===== config.mk =====
export PLATFORM = sky130hd
export DESIGN_NAME = cfg_shadow_regs
export DESIGN_NICKNAME = d
export VERILOG_FILES = /design/src/rtl/cfg_regs_pkg.sv /design/src/rtl/cfg_stage_reg.sv /design/src/rtl/cfg_chan_sel.sv /design/src/rtl/cfg_chan_bank.sv /design/src/rtl/cfg_shadow_regs.sv
export SDC_FILE = /design/constraint.sdc
export NUM_CORES = 1
export LEC_CHECK = 0
export ABC_AREA = 1
export BUFFER_PORTS_ARGS = -buffer_cell sky130_fd_sc_hd__buf_4
export CAP_MARGIN = 40
export CORE_MARGIN = 2
export CORE_UTILIZATION = 30
export CTS_CLUSTER_DIAMETER = 50
export DETAILED_ROUTE_END_ITERATION = 10
export SYNTH_ARGS = -nofsm -noshare
export SYNTH_HDL_FRONTEND = slang
export SYNTH_SLANG_ARGS = --single-unit

===== constraint.sdc =====
create_clock -name clk -period 2.6 [get_ports clk]
set_input_delay 0.39 -clock clk [delete_from_list [all_inputs] [get_ports clk]]
set_output_delay 0.39 -clock clk [all_outputs]
set_load 0.02 [all_outputs]

===== src/rtl/cfg_regs_pkg.sv =====
package cfg_regs_pkg;
   localparam int NUM_CH  = 10;
   localparam int REG_W   = 8;
   localparam int IDX_W   = $clog2(NUM_CH);

   localparam logic [7:0] A_PORT   = 8'h00;
   localparam logic [7:0] A_ID     = 8'h01;
   localparam logic [7:0] A_GRADE  = 8'h02;
   localparam logic [7:0] A_SEL_HI = 8'h04;
   localparam logic [7:0] A_SEL_LO = 8'h05;
   localparam logic [7:0] A_PWR    = 8'h08;
   localparam logic [7:0] A_CLK    = 8'h09;
   localparam logic [7:0] A_PAT    = 8'h0D;
   localparam logic [7:0] A_COMMIT = 8'hFF;

   localparam logic [3:0] SEL_HI_RST = 4'hF;
   localparam logic [5:0] SEL_LO_RST = 6'h0F;
endpackage


===== src/rtl/cfg_stage_reg.sv =====
module cfg_stage_reg #(
   parameter int           W   = 8,
   parameter logic [W-1:0] RST = '0
) (
   input  logic         clk,
   input  logic         rst_n,
   input  logic         clr,
   input  logic         wr,
   input  logic [W-1:0] wdata,
   input  logic         commit,
   output logic [W-1:0] master,
   output logic [W-1:0] slave
);
   always_ff @(posedge clk or negedge rst_n) begin
      if (!rst_n) begin
         master <= RST;
         slave  <= RST;
      end else if (clr) begin
         master <= RST;
         slave  <= RST;
      end else begin
         if (wr)     master <= wdata;
         if (commit) slave  <= master;
      end
   end
endmodule


===== src/rtl/cfg_chan_sel.sv =====
module cfg_chan_sel
   import cfg_regs_pkg::*;
(
   input  logic             clk,
   input  logic             rst_n,
   input  logic             clr,
   input  logic             wr_hi,
   input  logic             wr_lo,
   input  logic [5:0]       wsel,
   output logic [3:0]       sel_hi,
   output logic [5:0]       sel_lo,
   output logic [NUM_CH-1:0] ch_sel,
   output logic             any_sel,
   output logic [IDX_W-1:0] low_idx
);
   always_ff @(posedge clk or negedge rst_n) begin
      if (!rst_n) begin
         sel_hi <= SEL_HI_RST;
         sel_lo <= SEL_LO_RST;
      end else if (clr) begin
         sel_hi <= SEL_HI_RST;
         sel_lo <= SEL_LO_RST;
      end else begin
         if (wr_hi) sel_hi <= wsel[3:0];
         if (wr_lo) sel_lo <= wsel;
      end
   end

   // lanes 0-3 low reg, 4-7 high reg, 8/9 clock lanes from low reg bits 4/5
   assign ch_sel  = {sel_lo[5:4], sel_hi, sel_lo[3:0]};
   assign any_sel = |ch_sel;

   always_comb begin
      low_idx = '0;
      for (int i = NUM_CH - 1; i >= 0; i--) begin
         if (ch_sel[i]) low_idx = IDX_W'(i);
      end
   end
endmodule


===== src/rtl/cfg_chan_bank.sv =====
module cfg_chan_bank
   import cfg_regs_pkg::*;
#(
   parameter logic [REG_W-1:0] PAT_RST = '0
) (
   input  logic                    clk,
   input  logic                    rst_n,
   input  logic                    clr,
   input  logic                    wr,
   input  logic [REG_W-1:0]        wdata,
   input  logic [NUM_CH-1:0]       ch_sel,
   input  logic                    commit,
   input  logic                    any_sel,
   input  logic [IDX_W-1:0]        low_idx,
   output logic [REG_W-1:0]        rd_val,
   output logic [NUM_CH*REG_W-1:0] live
);
   logic [REG_W-1:0] stage [NUM_CH];

   for (genvar g = 0; g < NUM_CH; g++) begin : g_lane
      cfg_stage_reg #(.W(REG_W), .RST(PAT_RST)) u_reg (
         .clk    (clk),
         .rst_n  (rst_n),
         .clr    (clr),
         .wr     (wr && ch_sel[g]),
         .wdata  (wdata),
         .commit (commit),
         .master (stage[g]),
         .slave  (live[g*REG_W +: REG_W])
      );
   end

   assign rd_val = any_sel ? stage[low_idx] : '0;
endmodule


===== src/rtl/cfg_shadow_regs.sv =====
module cfg_shadow_regs
   import cfg_regs_pkg::*;
#(
   parameter logic [7:0] CHIP_ID = 8'h2F,
   parameter int         AW      = 8,
   parameter logic       DCS_RST = 1'b1,
   parameter logic [7:0] PAT_RST = 8'h00
) (
   input  logic                    clk,
   input  logic                    rst_n,
   input  logic                    wr_en,
   input  logic [AW-1:0]           addr,
   input  logic [7:0]              wdata,
   output logic [7:0]              rdata,
   output logic                    lsb_first,
   output logic [1:0]              grade,
   output logic [2:0]              pwr_mode,
   output logic                    dcs_en,
   output logic [NUM_CH*REG_W-1:0] ch_pattern
);
   if (AW < 8) begin : g_bad_aw
      $error("cfg_shadow_regs: AW must be at least 8");
   end
   if (REG_W != 8) begin : g_bad_w
      $error("cfg_shadow_regs: register width must be 8");
   end

   logic soft_q, lsb_q;
   logic [1:0] grade_q;
   logic wr_port, wr_grade, wr_hi, wr_lo, wr_pwr, wr_clk, wr_pat, commit;

   assign wr_port  = wr_en && (addr == AW'(A_PORT));
   assign wr_grade = wr_en && (addr == AW'(A_GRADE));
   assign wr_hi    = wr_en && (addr == AW'(A_SEL_HI));
   assign wr_lo    = wr_en && (addr == AW'(A_SEL_LO));
   assign wr_pwr   = wr_en && (addr == AW'(A_PWR));
   assign wr_clk   = wr_en && (addr == AW'(A_CLK));
   assign wr_pat   = wr_en && (addr == AW'(A_PAT));
   assign commit   = wr_en && (addr == AW'(A_COMMIT)) && wdata[0];

   always_ff @(posedge clk or negedge rst_n) begin
      if (!rst_n) begin
         soft_q  <= 1'b0;
         lsb_q   <= 1'b0;
         grade_q <= 2'b00;
      end else if (soft_q) begin
         soft_q  <= 1'b0;
         lsb_q   <= 1'b0;
         grade_q <= 2'b00;
      end else begin
         if (wr_port) begin
            soft_q <= wdata[5] | wdata[2];
            lsb_q  <= wdata[6] | wdata[1];
         end
         if (wr_grade) grade_q <= wdata[5:4];
      end
   end

   logic [3:0]        sel_hi;
   logic [5:0]        sel_lo;
   logic [NUM_CH-1:0] ch_sel;
   logic              any_sel;
   logic [IDX_W-1:0]  low_idx;

   cfg_chan_sel u_sel (
      .clk     (clk),
      .rst_n   (rst_n),
      .clr     (soft_q),
      .wr_hi   (wr_hi),
      .wr_lo   (wr_lo),
      .wsel    (wdata[5:0]),
      .sel_hi  (sel_hi),
      .sel_lo  (sel_lo),
      .ch_sel  (ch_sel),
      .any_sel (any_sel),
      .low_idx (low_idx)
   );

   logic [7:0] pat_rd;

   cfg_chan_bank #(.PAT_RST(PAT_RST)) u_bank (
      .clk     (clk),
      .rst_n   (rst_n),
      .clr     (soft_q),
      .wr      (wr_pat),
      .wdata   (wdata),
      .ch_sel  (ch_sel),
      .commit  (commit),
      .any_sel (any_sel),
      .low_idx (low_idx),
      .rd_val  (pat_rd),
      .live    (ch_pattern)
   );

   logic [2:0] pwr_stage;
   logic       dcs_stage;

   cfg_stage_reg #(.W(3), .RST(3'b000)) u_pwr (
      .clk    (clk),
      .rst_n  (rst_n),
      .clr    (soft_q),
      .wr     (wr_pwr),
      .wdata  (wdata[2:0]),
      .commit (commit),
      .master (pwr_stage),
      .slave  (pwr_mode)
   );

   cfg_stage_reg #(.W(1), .RST(DCS_RST)) u_dcs (
      .clk    (clk),
      .rst_n  (rst_n),
      .clr    (soft_q),
      .wr     (wr_clk),
      .wdata  (wdata[0]),
      .commit (commit),
      .master (dcs_stage),
      .slave  (dcs_en)
   );

   always_comb begin
      rdata = 8'h00;
      if      (addr == AW'(A_PORT))   rdata = {1'b0, lsb_q, soft_q, 2'b11, soft_q, lsb_q, 1'b0};
      else if (addr == AW'(A_ID))     rdata = CHIP_ID;
      else if (addr == AW'(A_GRADE))  rdata = {2'b00, grade_q, 4'h0};
      else if (addr == AW'(A_SEL_HI)) rdata = {4'h0, sel_hi};
      else if (addr == AW'(A_SEL_LO)) rdata = {2'b00, sel_lo};
      else if (addr == AW'(A_PWR))    rdata = {5'b0, pwr_stage};
      else if (addr == AW'(A_CLK))    rdata = {7'b0, dcs_stage};
      else if (addr == AW'(A_PAT))    rdata = pat_rd;
   end

   assign lsb_first = lsb_q;
   assign grade     = grade_q;
endmodule


# Word-level counts from Yosys, hierarchy flattened
# Cells that the tools add are included.
[op_classes]
n_mux = 80
magnitude_cmp = 1
n_eq_ne = 8
n_bitwise = 3
n_reduce_logical = 38
[ops]
columns = ["op", "count"]
rows = [
  ["$mux W8", 51],
  ["$mux W4", 12],
  ["$reduce_bool A2 Y1", 17],
  ["$bmux W8 S4", 1],
  ["$eq A8 B4 Y1 const B", 3],
  ["$logic_and A1 B1 Y1", 19],
  ["$eq A8 B3 Y1 const B", 2],
  ["$mux W3", 4],
  ["$mux W6", 2],
  ["$reduce_or A10 Y1", 1],
  ["$eq A8 B1 Y1 const B", 1],
  ["$eq A8 B2 Y1 const B", 1],
  ["$eq A8 B8 Y1 const B", 1],
  ["$logic_not A8 Y1", 1],
  ["$mux W1", 8],
  ["$ge A5 B5 Y1 const B", 1],
  ["$not A4 Y5", 1],
  ["$mux W2", 2],
  ["$or A1 B1 Y1", 2],
]
[totals]
input_bits = 19
out_inout_bits = 95
ff_bits = 182
elab_cells = 159

# Longest topological paths before layout
[depth]
word_depth = 23
ltp_mapped = 21

# Cells and area by module
# A second synthesis with hierarchy kept.
[unflattened]
hier_cells = 1184
area_unflattened_um2 = 9341.5
[modules_own_cells]
columns = ["module", "area_per_inst_um2", "seq_area_each_um2", "cells_each", "instances"]
rows = [
  ["cfg_stage_reg (u_bank.g_lane[0].u_reg ...)", 664.4, 400.4, 70, 10],
  ["cfg_chan_bank", 1108.6, 0.0, 256, 1],
  ["cfg_shadow_regs", 651.9, 100.1, 114, 1],
  ["cfg_chan_sel", 606.8, 260.2, 76, 1],
  ["cfg_stage_reg (u_pwr)", 241.5, 150.1, 27, 1],
  ["cfg_stage_reg (u_dcs)", 88.8, 52.6, 11, 1],
]

# Worst setup path before layout
# No wires, ideal clock.
[synth_timing]
kind = "reg-to-output"
from = "reg u_sel.sel_hi[3]"
to = "out rdata[5]"
path_stages_with_launch = 15
t_arrival_ps = 1849
slack_ps = 361
path_buffers = 1
cell_sequence = "dfstp_2 > inv_1 > nand2_1 > nand2_1 > nand2_1 > nand2_1 > nand2_1 > nand2_2 > a21oi_4 > buf_2 > nand2_1 > a22o_1 > nand2_1 > nand3_1 > nand4_1"
[synth_between]
elab_chain_cells = 21
[synth_rtl]
columns = ["element", "line_no", "text"]
rows = [
  ["start: declaration", "cfg_chan_sel.sv:10", "output logic [3:0] sel_hi,"],
  ["start signal: assignment", "cfg_chan_sel.sv:24", "if (wr_hi) sel_hi <= wsel[3:0];"],
  ["$mux W4 (8 in a row)", "cfg_chan_sel.sv:36", "if (ch_sel[i]) low_idx = IDX_W'(i);"],
  ["$not A4 Y5 (implied by the code)", "cfg_chan_bank.sv:33", "assign rd_val = any_sel ? stage[low_idx] : '0;"],
  ["$bmux W8 S4", "cfg_chan_bank.sv:33", ""],
  ["$mux W8 (implied by the code) (2 in a row)", "cfg_chan_bank.sv:33", ""],
  ["$mux W8 *", "cfg_chan_bank.sv:33", ""],
  ["$mux W8 *", "cfg_shadow_regs.sv:129", "else if (addr == AW'(A_PAT)) rdata = pat_rd;"],
  ["$mux W8 *", "cfg_shadow_regs.sv:128", "else if (addr == AW'(A_CLK)) rdata = {7'b0, dcs_stage};"],
  ["$mux W8 *", "cfg_shadow_regs.sv:127", "else if (addr == AW'(A_PWR)) rdata = {5'b0, pwr_stage};"],
  ["$mux W8 *", "cfg_shadow_regs.sv:126", "else if (addr == AW'(A_SEL_LO)) rdata = {2'b00, sel_lo};"],
  ["$mux W8 *", "cfg_shadow_regs.sv:125", "else if (addr == AW'(A_SEL_HI)) rdata = {4'h0, sel_hi};"],
  ["$mux W8 *", "cfg_shadow_regs.sv:124", "else if (addr == AW'(A_GRADE)) rdata = {2'b00, grade_q, 4'h0};"],
  ["$mux W8 *", "cfg_shadow_regs.sv:123", "else if (addr == AW'(A_ID)) rdata = CHIP_ID;"],
  ["$mux W8 *", "cfg_shadow_regs.sv:122", "if (addr == AW'(A_PORT)) rdata = {1'b0, lsb_q, soft_q, 2'b11, soft_q, lsb_q, 1'b0};"],
  ["end: declaration", "cfg_shadow_regs.sv:14", "output logic [7:0] rdata,"],
]
# Every way passes the cells marked *; elsewhere a longest branch is shown, timed or not. The select of a mux whose other input is x is not followed.

# Worst setup path after layout
[layout_timing]
from = "reg u_sel.sel_hi[3]"
to = "out rdata[0]"
# Same word-level chain as after synthesis.

==> results_dict.tcl <==
set metrics [dict create \
    grt_first_pass_wirelength_um 41200 \
    first_iter_violations 757 \
    ys_seq_area_share_pct 55.7 \
    synth_ff_type "dfrtp_1" \
    cts_buffers 17 \
    p_leak_nw 5.30 \
    hold_path.startpoint "wr_en" \
    critPathLaunchType "register" \
    hold_violations 0 \
    cp-end-kind "output port" \
    irDropWorstVdd_v 0.000421 \
    synth_cell_types 35 \
    grt_usage_pct 18.6 \
    required_ps 2210 \
    clk_pin_slew_ps 70 \
    synthTopCellsByCount "nand2_1, dfrtp_1, o21ai_0" \
    power_w 0.00736 \
    vias 7364 \
    tns_ps -2880 \
    hold_path_class "primary input to register" \
    fmax_mhz 334 \
    yosys.area.top_type "dfrtp_1" \
    syn_area_um2 8200 \
    postSynthCellCount 1002 \
    ys_warn_count 0 \
    ant_nets 0 \
    wl_per_cell_um 17.3 \
    cap_violations 0 \
    die-area_um2 28700 \
    grt_pass1_vias 7273 \
    worstPathArrival_ps 2600 \
    clock_skew_ps 13.3 \
    detailedPlacementHpwl_um 18400 \
    cts.path.max_buffers 2 \
    clock_latency_ps 440 \
    post-route-period-util_pct 115 \
    h-tree-depth 4 \
    via_per_inst 4.92 \
    io_pins 114 \
    grt_max_degree 93 \
    timing.slew.headroom_pct 48.5 \
    avgSynthCellArea_um2 8.18 \
    cts_tree "built" \
    drc 0 \
    synth_top_area_share_pct 52.5 \
    worst_slew_pin_slew_ps 772 \
    cp-startpoint "u_sel.sel_hi[3]$_DFFE_PN1P_" \
    cp_max_fo 6 \
    worstReg2RegStart "soft_q$_DFF_PN0_" \
    syn_nets 1021 \
    dr.pass1.iters 5 \
    clock-sinks 182 \
    antenna_found_initial 0 \
    place_ws_ps -88.1 \
    synth.most_common_cell "nand2_1" \
    status "finished, violations left" \
    synth_edf_count 0 \
    initial_core_util_pct 30.5 \
    rsz0062_at_grt "true" \
    place.gp.congestion 0.942 \
    syn_to_final_growth_pct 29.3 \
    die_h_um 169 \
    cts_root_buf "clkbuf_16" \
    std_cell_rows 60 \
    p_per_area_nw_per_um2 694 \
    holdWs_ps 263 \
    synth_area_leaders "dfrtp_1, nand2_1, o21ai_0, nand3_1, dfstp_2" \
    die_w_um 169 \
    min_period_ps 2990 \
    nets 1162 \
    fin_ws_ps -391 \
    grt_overflow 0 \
    numPortBuffers 113 \
    violations "negative setup slack" \
    critPathKind "register to output port" \
    core_area_um2 26900 \
    maxSlewViolCount 0 \
    wl_um 25900 \
    antenna_cells 0 \
    synth_seq_cells 182 \
    setup-violations-final 8 \
    drive_gt1_share_pct 24.0 \
    async_flop_share_pct 100 \
]
## cell families after synthesis
| group | after synthesis | synth area share [%] |
|---|---|---|
| buffers and inverters | 107 | 5.48 |
| AO/OA/AOI/OAI | 217 | 13.9 |
| flip-flops | 182 | 55.7 |
| AND/OR/NAND/NOR | 496 | 24.9 |
## through the flow
step	util [%]	instances	instance area [um^2]
finish	39.4	1497	10600
CTS	39.0	1494	10500
global placement	36.0	1452	9670
detailed placement	36.0	1452	9670
floorplan	-	1002	8200
global route	39.4	1497	10600
## registers in the layout (all words and copies together), names as in the netlist
| register | flops |
|---|---|
| u_sel.sel_lo | 6 |
| lsb_first | 1 |
| u_dcs.master | 1 |
| u_pwr.slave | 3 |
| u_pwr.master | 3 |
| grade | 2 |
| u_bank.g_lane.u_reg.master | 80 |
| soft_q | 1 |
| u_dcs.slave | 1 |
| u_bank.g_lane.u_reg.slave | 80 |
| u_sel.sel_hi | 4 |
## worst max-delay path, stage by stage, from the launching register on
cell     delay (ps)
dfstp_2         540
inv_2            40
nand2_1          50
nand2_1          50
nand2_1          50
nand2_1          50
nand2_1          70
nand2_2          70
nand2_2          90
nand2_4          90
buf_12          150
buf_16          130
nand2_4          50
nand3_2          50
nand2_1          60
nand2_1          60
nand2_2          70
nand2_2          50
nand2_2          70
nand4_1          90
nand2_1         100
nand2_2          60
buf_6           130
## final timing paths
check | endpoint | slack (ps) | depth (start not counted)
worst min register to register | u_bank.g_lane[8].u_reg.slave[3]$_DFFE_PN0P_ | 490 | 2
worst min-delay path | soft_q$_DFF_PN0_ | 260 | 3
min in group asynchronous | u_bank.g_lane[8].u_reg.slave[4]$_DFFE_PN0P_ | 540 | 2
worst max-delay path | rdata[0] | -390 | 22
worst max register to register | u_bank.g_lane[0].u_reg.slave[5]$_DFFE_PN0P_ | 560 | 5
max in group asynchronous | u_sel.sel_lo[3]$_DFFE_PN1P_ | 1350 | 3
## final cells by class
| class | count | area [um^2] |
|---|---|---|
| clock inverters | 13 | 123 |
| well taps | 341 | 427 |
| flip-flops and latches | 182 | 4570 |
| repair buffers | 173 | 1480 |
| fillers | 2768 | 16300 |
| inverters | 56 | 214 |
| multi-input cells | 713 | 3350 |
| clock buffers | 19 | 433 |
## layout by cell type, fill, tap and decap left out, drive strengths merged, types with 2 or more instances in the layout
master / n
nor2: 67
nand3: 65
o21ai: 155
nor3: 2
nor4: 3
clkinv: 13
o31ai: 2
buf: 171
dfrtp: 172
inv: 52
dfstp: 10
a21oi: 51
nand4: 5
a31oi: 3
clkbuf: 20
nand2: 353
clkinvlp: 3
## power by group
part	internal, W	switching [W]
logic	0.000656	0.000908
registers	0.00310	0.000184
clock network	0.00133	0.00118
total	0.00508	0.00227
## per-layer routing
layer	global-route usage, %	vias up	share of wire (%)
li1	-	3561	-
met1	26.7	3510	46
met2	28.3	252	45
met3	3.68	41	5.8
met4	5.83	0	2.6
met5	0	-	0
## repair_timing
action / CTS / global route
setup buffers: 7 / 4
setup endpoints to repair: 8 / 8
pin swaps: 7 / 22
gates resized for setup: 41 / 25
cloned: 2 / 1
endpoints found under the hold margin: 32 / 0
hold buffers: 1 / 0
Note: power is estimated with default switching activity, not from simulation.
